## src/rtl/rtc_hold_regs.sv

```systemverilog
module rtc_hold_regs #(
  parameter int NREG = 8,
  parameter int DW   = 8,
  parameter int AW   = 4
) (
  input  logic                clk,
  input  logic                rst_n,
  input  logic [AW-1:0]       addr,
  input  logic [DW-1:0]       wdata,
  input  logic                we,
  output logic [DW-1:0]       rdata,
  input  logic                tick,
  input  logic [NREG*DW-1:0]  cnt_time,
  output logic                load_stb,
  output logic [NREG*DW-1:0]  load_time
);
  localparam logic [AW-1:0] CTRL_ADDR = AW'(NREG);

  logic [NREG*DW-1:0] time_q;
  logic rd_frz, wr_frz, dirty, load_q;

  wire ctl_wr  = we && (addr == CTRL_ADDR);
  wire tm_wr   = we && wr_frz && ({1'b0, addr} < (AW+1)'(NREG));
  wire refresh = tick && !rd_frz && !wr_frz;

  for (genvar g = 0; g < NREG; g++) begin : g_reg
    always_ff @(posedge clk) begin
      if (!rst_n)
        time_q[g*DW +: DW] <= '0;
      else if (tm_wr && addr == AW'(g))
        time_q[g*DW +: DW] <= wdata;
      else if (refresh)
        time_q[g*DW +: DW] <= cnt_time[g*DW +: DW];
    end
  end

  always_ff @(posedge clk) begin
    if (!rst_n) begin
      rd_frz <= 1'b0;
      wr_frz <= 1'b0;
      dirty  <= 1'b0;
      load_q <= 1'b0;
    end else begin
      load_q <= 1'b0;
      if (tm_wr) dirty <= 1'b1;
      if (ctl_wr) begin
        rd_frz <= wdata[0];
        wr_frz <= wdata[1];
        if (wr_frz && !wdata[1] && dirty) begin
          load_q <= 1'b1;
          dirty  <= 1'b0;
        end
      end
    end
  end

  always_comb begin
    rdata = '0;
    for (int i = 0; i < NREG; i++)
      if (addr == AW'(i)) rdata = time_q[i*DW +: DW];
    if (addr == CTRL_ADDR) rdata = {{(DW-2){1'b0}}, wr_frz, rd_frz};
  end

  assign load_stb  = load_q;
  assign load_time = time_q;

  a_r6_single_pulse: assert property (@(posedge clk) disable iff (!rst_n)
    load_q |=> !load_q);
  a_r7_load_needs_change: assert property (@(posedge clk) disable iff (!rst_n)
    $rose(load_q) |-> $past(dirty) && $past(wr_frz) && !wr_frz);
  a_r8_change_consumed: assert property (@(posedge clk) disable iff (!rst_n)
    load_q |-> !dirty);
  a_r3_read_frozen: assert property (@(posedge clk) disable iff (!rst_n)
    (rd_frz && !tm_wr) |=> $stable(time_q));
  a_r4_closed_when_unlocked: assert property (@(posedge clk) disable iff (!rst_n)
    (!wr_frz && !tick) |=> $stable(time_q));
endmodule

```

## config.mk

```make
export PLATFORM = sky130hd
export DESIGN_NAME = rtc_hold_regs
export DESIGN_NICKNAME = d
export VERILOG_FILES = /design/src/rtl/rtc_hold_regs.sv
export SDC_FILE = /design/constraint.sdc
export NUM_CORES = 1
export LEC_CHECK = 0
export BUFFER_PORTS_ARGS = -buffer_cell sky130_fd_sc_hd__buf_4
export CAP_MARGIN = 20
export CELL_PAD_IN_SITES_DETAIL_PLACEMENT = 1
export CELL_PAD_IN_SITES_GLOBAL_PLACEMENT = 2
export CORE_ASPECT_RATIO = 1.4
export CORE_UTILIZATION = 26
export CTS_CLUSTER_DIAMETER = 50
export DETAILED_ROUTE_END_ITERATION = 8
export PLACE_DENSITY_LB_ADDON = 0.05
export SYNTH_ARGS = -nofsm -noshare
export SYNTH_HDL_FRONTEND = slang
export SYNTH_SLANG_ARGS = --single-unit
export TNS_END_PERCENT = 10
```

## constraint.sdc

```tcl
create_clock -name clk -period 1.37 [get_ports clk]
set_input_delay 0.137 -clock clk [delete_from_list [all_inputs] [get_ports clk]]
set_output_delay 0.137 -clock clk [all_outputs]
set_load 0.02 [all_outputs]
```

# [Yosys cells after proc, flatten, opt, wreduce, memory -nomap -nowiden]
# Cells that the tools add are included.
[op_classes] magnitude_cmp=1 n_eq_ne=8 mux=29 reduce_logical=28
[op_table] op="2-to-1 mux 8 bit" n=25
[op_table] op="equality test 4 x 3 -> 1 bit (second input constant)" n=4
[op_table] op="nonzero test 2 bit" n=8
[op_table] op="logical AND 1 bit" n=15
[op_table] op="equality test 4 x 2 -> 1 bit (second input constant)" n=2
[op_table] op="equality test 4 x 1 -> 1 bit (second input constant)" n=1
[op_table] op="equality test 4 bit (second input constant)" n=1
[op_table] op="zero test 4 bit" n=1
[op_table] op="< comparator 4 bit (second input constant)" n=1
[op_table] op="2-to-1 mux 1 bit" n=4
[op_table] op="zero test 1 bit" n=3
[op_table] op="AND reduction 2 bit" n=1
[totals] ff_bits=68 input_bits=80 output_inout_bits=73 wordCells=78

# [Logic depth before layout (Yosys ltp)]
[logic_depth] ltp_word=10 mapped_depth=7 mapped_depth_nobuf=4

# [Least setup slack after synthesis]
# No wires, ideal clock.
[synth_timing] path_kind="input to output" start="in addr[2]" end="out rdata[2]" t_arrival_ns=1.274 t_required_ns=1.233 path_slack_ns=-0.041 path_stages=6 n_path_buf=2 path_cell_list="buf_2 > buf_2 > nor3b_2 > o2bb2ai_1 > a2bb2oi_1 > o22ai_1"
[synth_via] elab_chain_len=10 elab_cells_between_ends=18 cone_classes="eq/ne: 8; mux: 9; reduce/logical: 1"
[synth_lines] item="start: declaration" line="8" source="input logic [AW-1:0] addr,"
[synth_lines] item="zero test 4 bit" line="60" source="if (addr == AW'(i)) rdata = time_q[i*DW +: DW];"
[synth_lines] item="2-to-1 mux 8 bit (8 in a row)" line="60"
[synth_lines] item="2-to-1 mux 8 bit (*)" line="61" source="if (addr == CTRL_ADDR) rdata = {{(DW-2){1'b0}}, wr_frz, rd_frz};"
[synth_lines] item="end: declaration" line="11" source="output logic [DW-1:0] rdata,"
# Mark *: on every way between the ends. The rest lies on a longest branch, timed or not.

# [Final worst setup path]
[layout_timing] start="reg time_q[5], in the netlist load_time[5]" end="out rdata[5]"
[layout_via] elab_chain_len=9
[layout_lines] item="start: declaration" line="19" source="logic [NREG*DW-1:0] time_q;"
[layout_lines] item="start signal: indexed assignment" line="31" source="time_q[g*DW +: DW] <= wdata;"
[layout_lines] item="start signal: indexed assignment" line="33" source="time_q[g*DW +: DW] <= cnt_time[g*DW +: DW];"
[layout_lines] item="2-to-1 mux 8 bit (8 in a row)" line="60"
[layout_lines] item="2-to-1 mux 8 bit" line="61"
# No other way between the ends.

==> results.txt <==
----------------------------------------------------
[Drt]
  Initial detailed-routing violation count ... 173
  Total Wirelength ... 18,000 microns
  Remaining routing DRC violations ... 0
  Antenna Nets Post-Route ... 0
  Via count normalized by instance count ... 5.20
  Drt pass-1 iters ... 5
  Via count ... 4,614
  WL per Instance ... 20.3 microns

[CTS]
  Master cell of the clock root buffer ... sky130_fd_sc_hd__clkbuf_16
  Clock tree from TritonCTS ... done
  Clock buffer count from CTS ... 9
  Number of buffers on the longest clock path ... 2
  Worst-Skew Late Latency ... 340 ps
  H-tree levels ... 3
  Clock slew at the register clock pins of the worst setup and hold paths ... 60 ps
  Clock Sinks ... 68

[Hold path]
  Worst hold path type ... in -> reg

[Final layout]
  Layout area overhead ... 61.1%
  Sequential Area ... 1390 sq um
  Layout cells sized above 1 ... 45.8%
  Final net count ... 775
  Finished Cell Area ... 6270 sq um
  Area occupied by multi-input gates ... 2440 sq um
  Layout filler cell count ... 1,764
  Util after Layout ... 43.0%
  Number of diodes added for antenna fixing ... 0

[Floorplanning]
  Height of the die ... 147 microns
  Area of the die ... 15,500 sq um
  Starting density of the core ... 26.7%
  Number of ports placed on the die boundary ... 153
  Placeable Area ... 14,600 sq um
  FP Rows ... 52
  Die Span X ... 105 microns

[Synthesis]
  Top cells by area in the synthesized netlist ... sky130_fd_sc_hd__dfxtp_1, sky130_fd_sc_hd__nand2_1, sky130_fd_sc_hd__a311oi_1, sky130_fd_sc_hd__nor2_1, sky130_fd_sc_hd__buf_2
  Most instantiated flip-flop cell in the synthesis netlist ... sky130_fd_sc_hd__dfxtp_1
  Number of enable-type register cells in the synthesized netlist ... 0
  Share of Yosys cell area claimed by the top area cell type ... 35.0%
  Synthesized flop and latch total ... 68
  Most instantiated cells after synthesis ... sky130_fd_sc_hd__nand2_1, sky130_fd_sc_hd__nor2_1, sky130_fd_sc_hd__dfxtp_1
  Syn Nets ... 586
  Gate Count Post-Synth ... 506
  Post-synthesis sequential area ratio ... 35.0%
  FFs w/ async S/R, synth ... 0%
  Count of unique library cells instantiated by Yosys ... 46
  Most frequent cell after synthesis ... sky130_fd_sc_hd__nand2_1
  Post-synthesis instance area ... 3890 sq um
  Cell taking the most area after synthesis ... sky130_fd_sc_hd__dfxtp_1
  Avg Cell Area, Syn ... 7.70 sq um
  Yosys Warn Count ... 0

[Pwr]
  Leakage power summed over all cells ... 2.72 nW
  Worst VDD drop ... 629 uV
  Total power density per cell area ... 955 nW/um^2

[Outcome]
  Result of the run ... finished with violations
  Violations in the final reports ... negative setup slack

[Setup path]
  Crit-path leading delay family ... compound AO/OA/AOI/OAI gates
  Critical path class ... reg -> out
  Type of origin of the critical path ... register
  Max FO, Critical Path ... 2
  CP Buf/Inv Count ... 2
  Critical Path, Cell by Cell ... mux2_4 -> a222oi_1 -> buf_4 -> o22ai_4 -> buf_6
  Endpoint kind of the worst setup timing path ... output pin
  Max stage delay on crit path ... 330 ps
  Required time of the worst setup path ... 1230 ps
  Slowest-stage cell, CP ... sky130_fd_sc_hd__dfxtp_2
  Worst path arrival time ... 1690 ps

[Place]
  Weighted congestion reported at the end of routability-driven placement ... 0.844
  Post-Place Worst Slack ... -221 ps
  Placed cell areas ... 5620 sq um
  Sum of net half-perimeters after detailed placement ... 13,300 microns
  I/O Buffers ... 152

[Timing]
  Time the final worst path needs with I/O delays and setup ... 1830 ps
  Max transition margin ... 73.5%
  Pin slew with the least headroom to its limit ... 397 ps
  Max Freq ... 0.548 GHz
  Slew Viols, Final ... 0
  Worst setup slack after layout ... -456 ps
  Hold Vio Cnt, Final ... 0
  Fin crit share ... 133%
  # setup viols final ... 8
  Layout Skew ... 8.34 ps
  Worst hold slack ... 60.6 ps
  Setup repair after global routing missed its margin ... true

[Global route]
  Pin count of the biggest net entering global routing ... 38
  First-pass GRT wire length ... 27,000 microns
  Initial antenna violation count ... 0
  Number of global-route vias before repair ... 4,738
  Tot GR Track Use ... 23.1%
  Remaining Overflow, GRT ... 0

[Flow run]
  Number of max-cap violations ... 0

----------------------------------------------------
-- power by group --
| group | switching, W | internal (W) | leakage, nW |
|---|---|---|---|
| registers | 0.000112 | 0.00209 | 0.567 |
| logic | 0.000745 | 0.000694 | 2.02 |
| clock network | 0.000902 | 0.00145 | 0.138 |
| total | 0.00176 | 0.00423 | 2.72 |
-- layout by cell type, fill, tap and decap left out, drive strengths merged, types with 4 or more instances in the layout --
master,Yosys,routed
inv,10,10
clkbuf,11,11
buf,41,230
o22ai,6,6
o2bb2ai,6,6
nand3,11,11
nor2,74,74
a21oi,16,16
mux2,4,4
nor2b,4,4
mux2i,10,10
nand2,125,125
o21a,8,8
a22oi,11,11
dfxtp,68,68
a311oi,56,56
a32oi,4,4
o221ai,4,4
a2bb2oi,6,6
-- final cells by class --
| class | instances | area share [%] |
|---|---|---|
| Tap cell | 189 | 3.77 |
| Multi-Input combinational cell | 376 | 38.9 |
| Inverter | 10 | 0.598 |
| Timing Repair Buffer | 230 | 29.9 |
| Sequential cell | 68 | 22.1 |
| Clock buffer | 11 | 3.87 |
| Clock inverter | 4 | 0.798 |
-- worst min-delay path, stage by stage --
cell	delay (ps)
sky130_fd_sc_hd__buf_4	100
sky130_fd_sc_hd__nand2_1	50
sky130_fd_sc_hd__a311oi_1	70
-- per-layer routing --
layer / global-route usage, % / wire length (microns) / vias to the layer above
met5: 0 / 0 / -
met4: 8.10 / 484 / 0
met3: 3.19 / 646 / 22
met2: 41.3 / 9370 / 123
met1: 28.1 / 7500 / 2271
li1: - / - / 2198
-- path summary, 6_finish.rpt --
path,from,to,slack (ps),cells past startpoint
max reg2reg,wr_frz$_SDFFE_PN0P_,load_time[50]$_SDFFE_PN0P_,40,4
min reg2reg,dirty$_SDFF_PN0_,load_stb$_SDFF_PN0_,460,2
max,load_time[5]$_SDFFE_PN0P_,rdata[5],-460,5
min,cnt_time[0],load_time[0]$_SDFFE_PN0P_,60,3
-- cell families after synthesis --
| logic type | count (synthesis) | synth area share (%) |
|---|---|---|
| simple gates | 235 | 26.1 |
| compound gates | 127 | 26.8 |
| flops | 68 | 35.0 |
| buf+inv | 62 | 8.39 |
| mux | 14 | 3.73 |
-- flip-flops by register name, summed over array words and instances (netlist names) --
signal	flops
dirty	1
load_stb	1
load_time	64
rd_frz	1
wr_frz	1
-- what timing repair did --
action,4_1_cts,5_1_grt
endpoints found under the setup margin,56,61
hold buffers,0,0
buffers inserted,4,4
endpoints found under the hold margin,0,0
gates resized for setup,30,50
pin swaps,14,29
-- through the flow --
| stage | TNS, ps | total power, W | instances |
|---|---|---|---|
| after CTS | -2890 | 0.00598 | 884 |
| final | -2240 | 0.00599 | 888 |
| after detailed placement | -5940 | 0.00358 | 865 |
| after floorplan | -163 | 0.00284 | 506 |
| after global placement | -4340 | 0.00357 | 865 |
| after global routing | -2950 | 0.00624 | 888 |
Power figures use the tool's default switching activity.
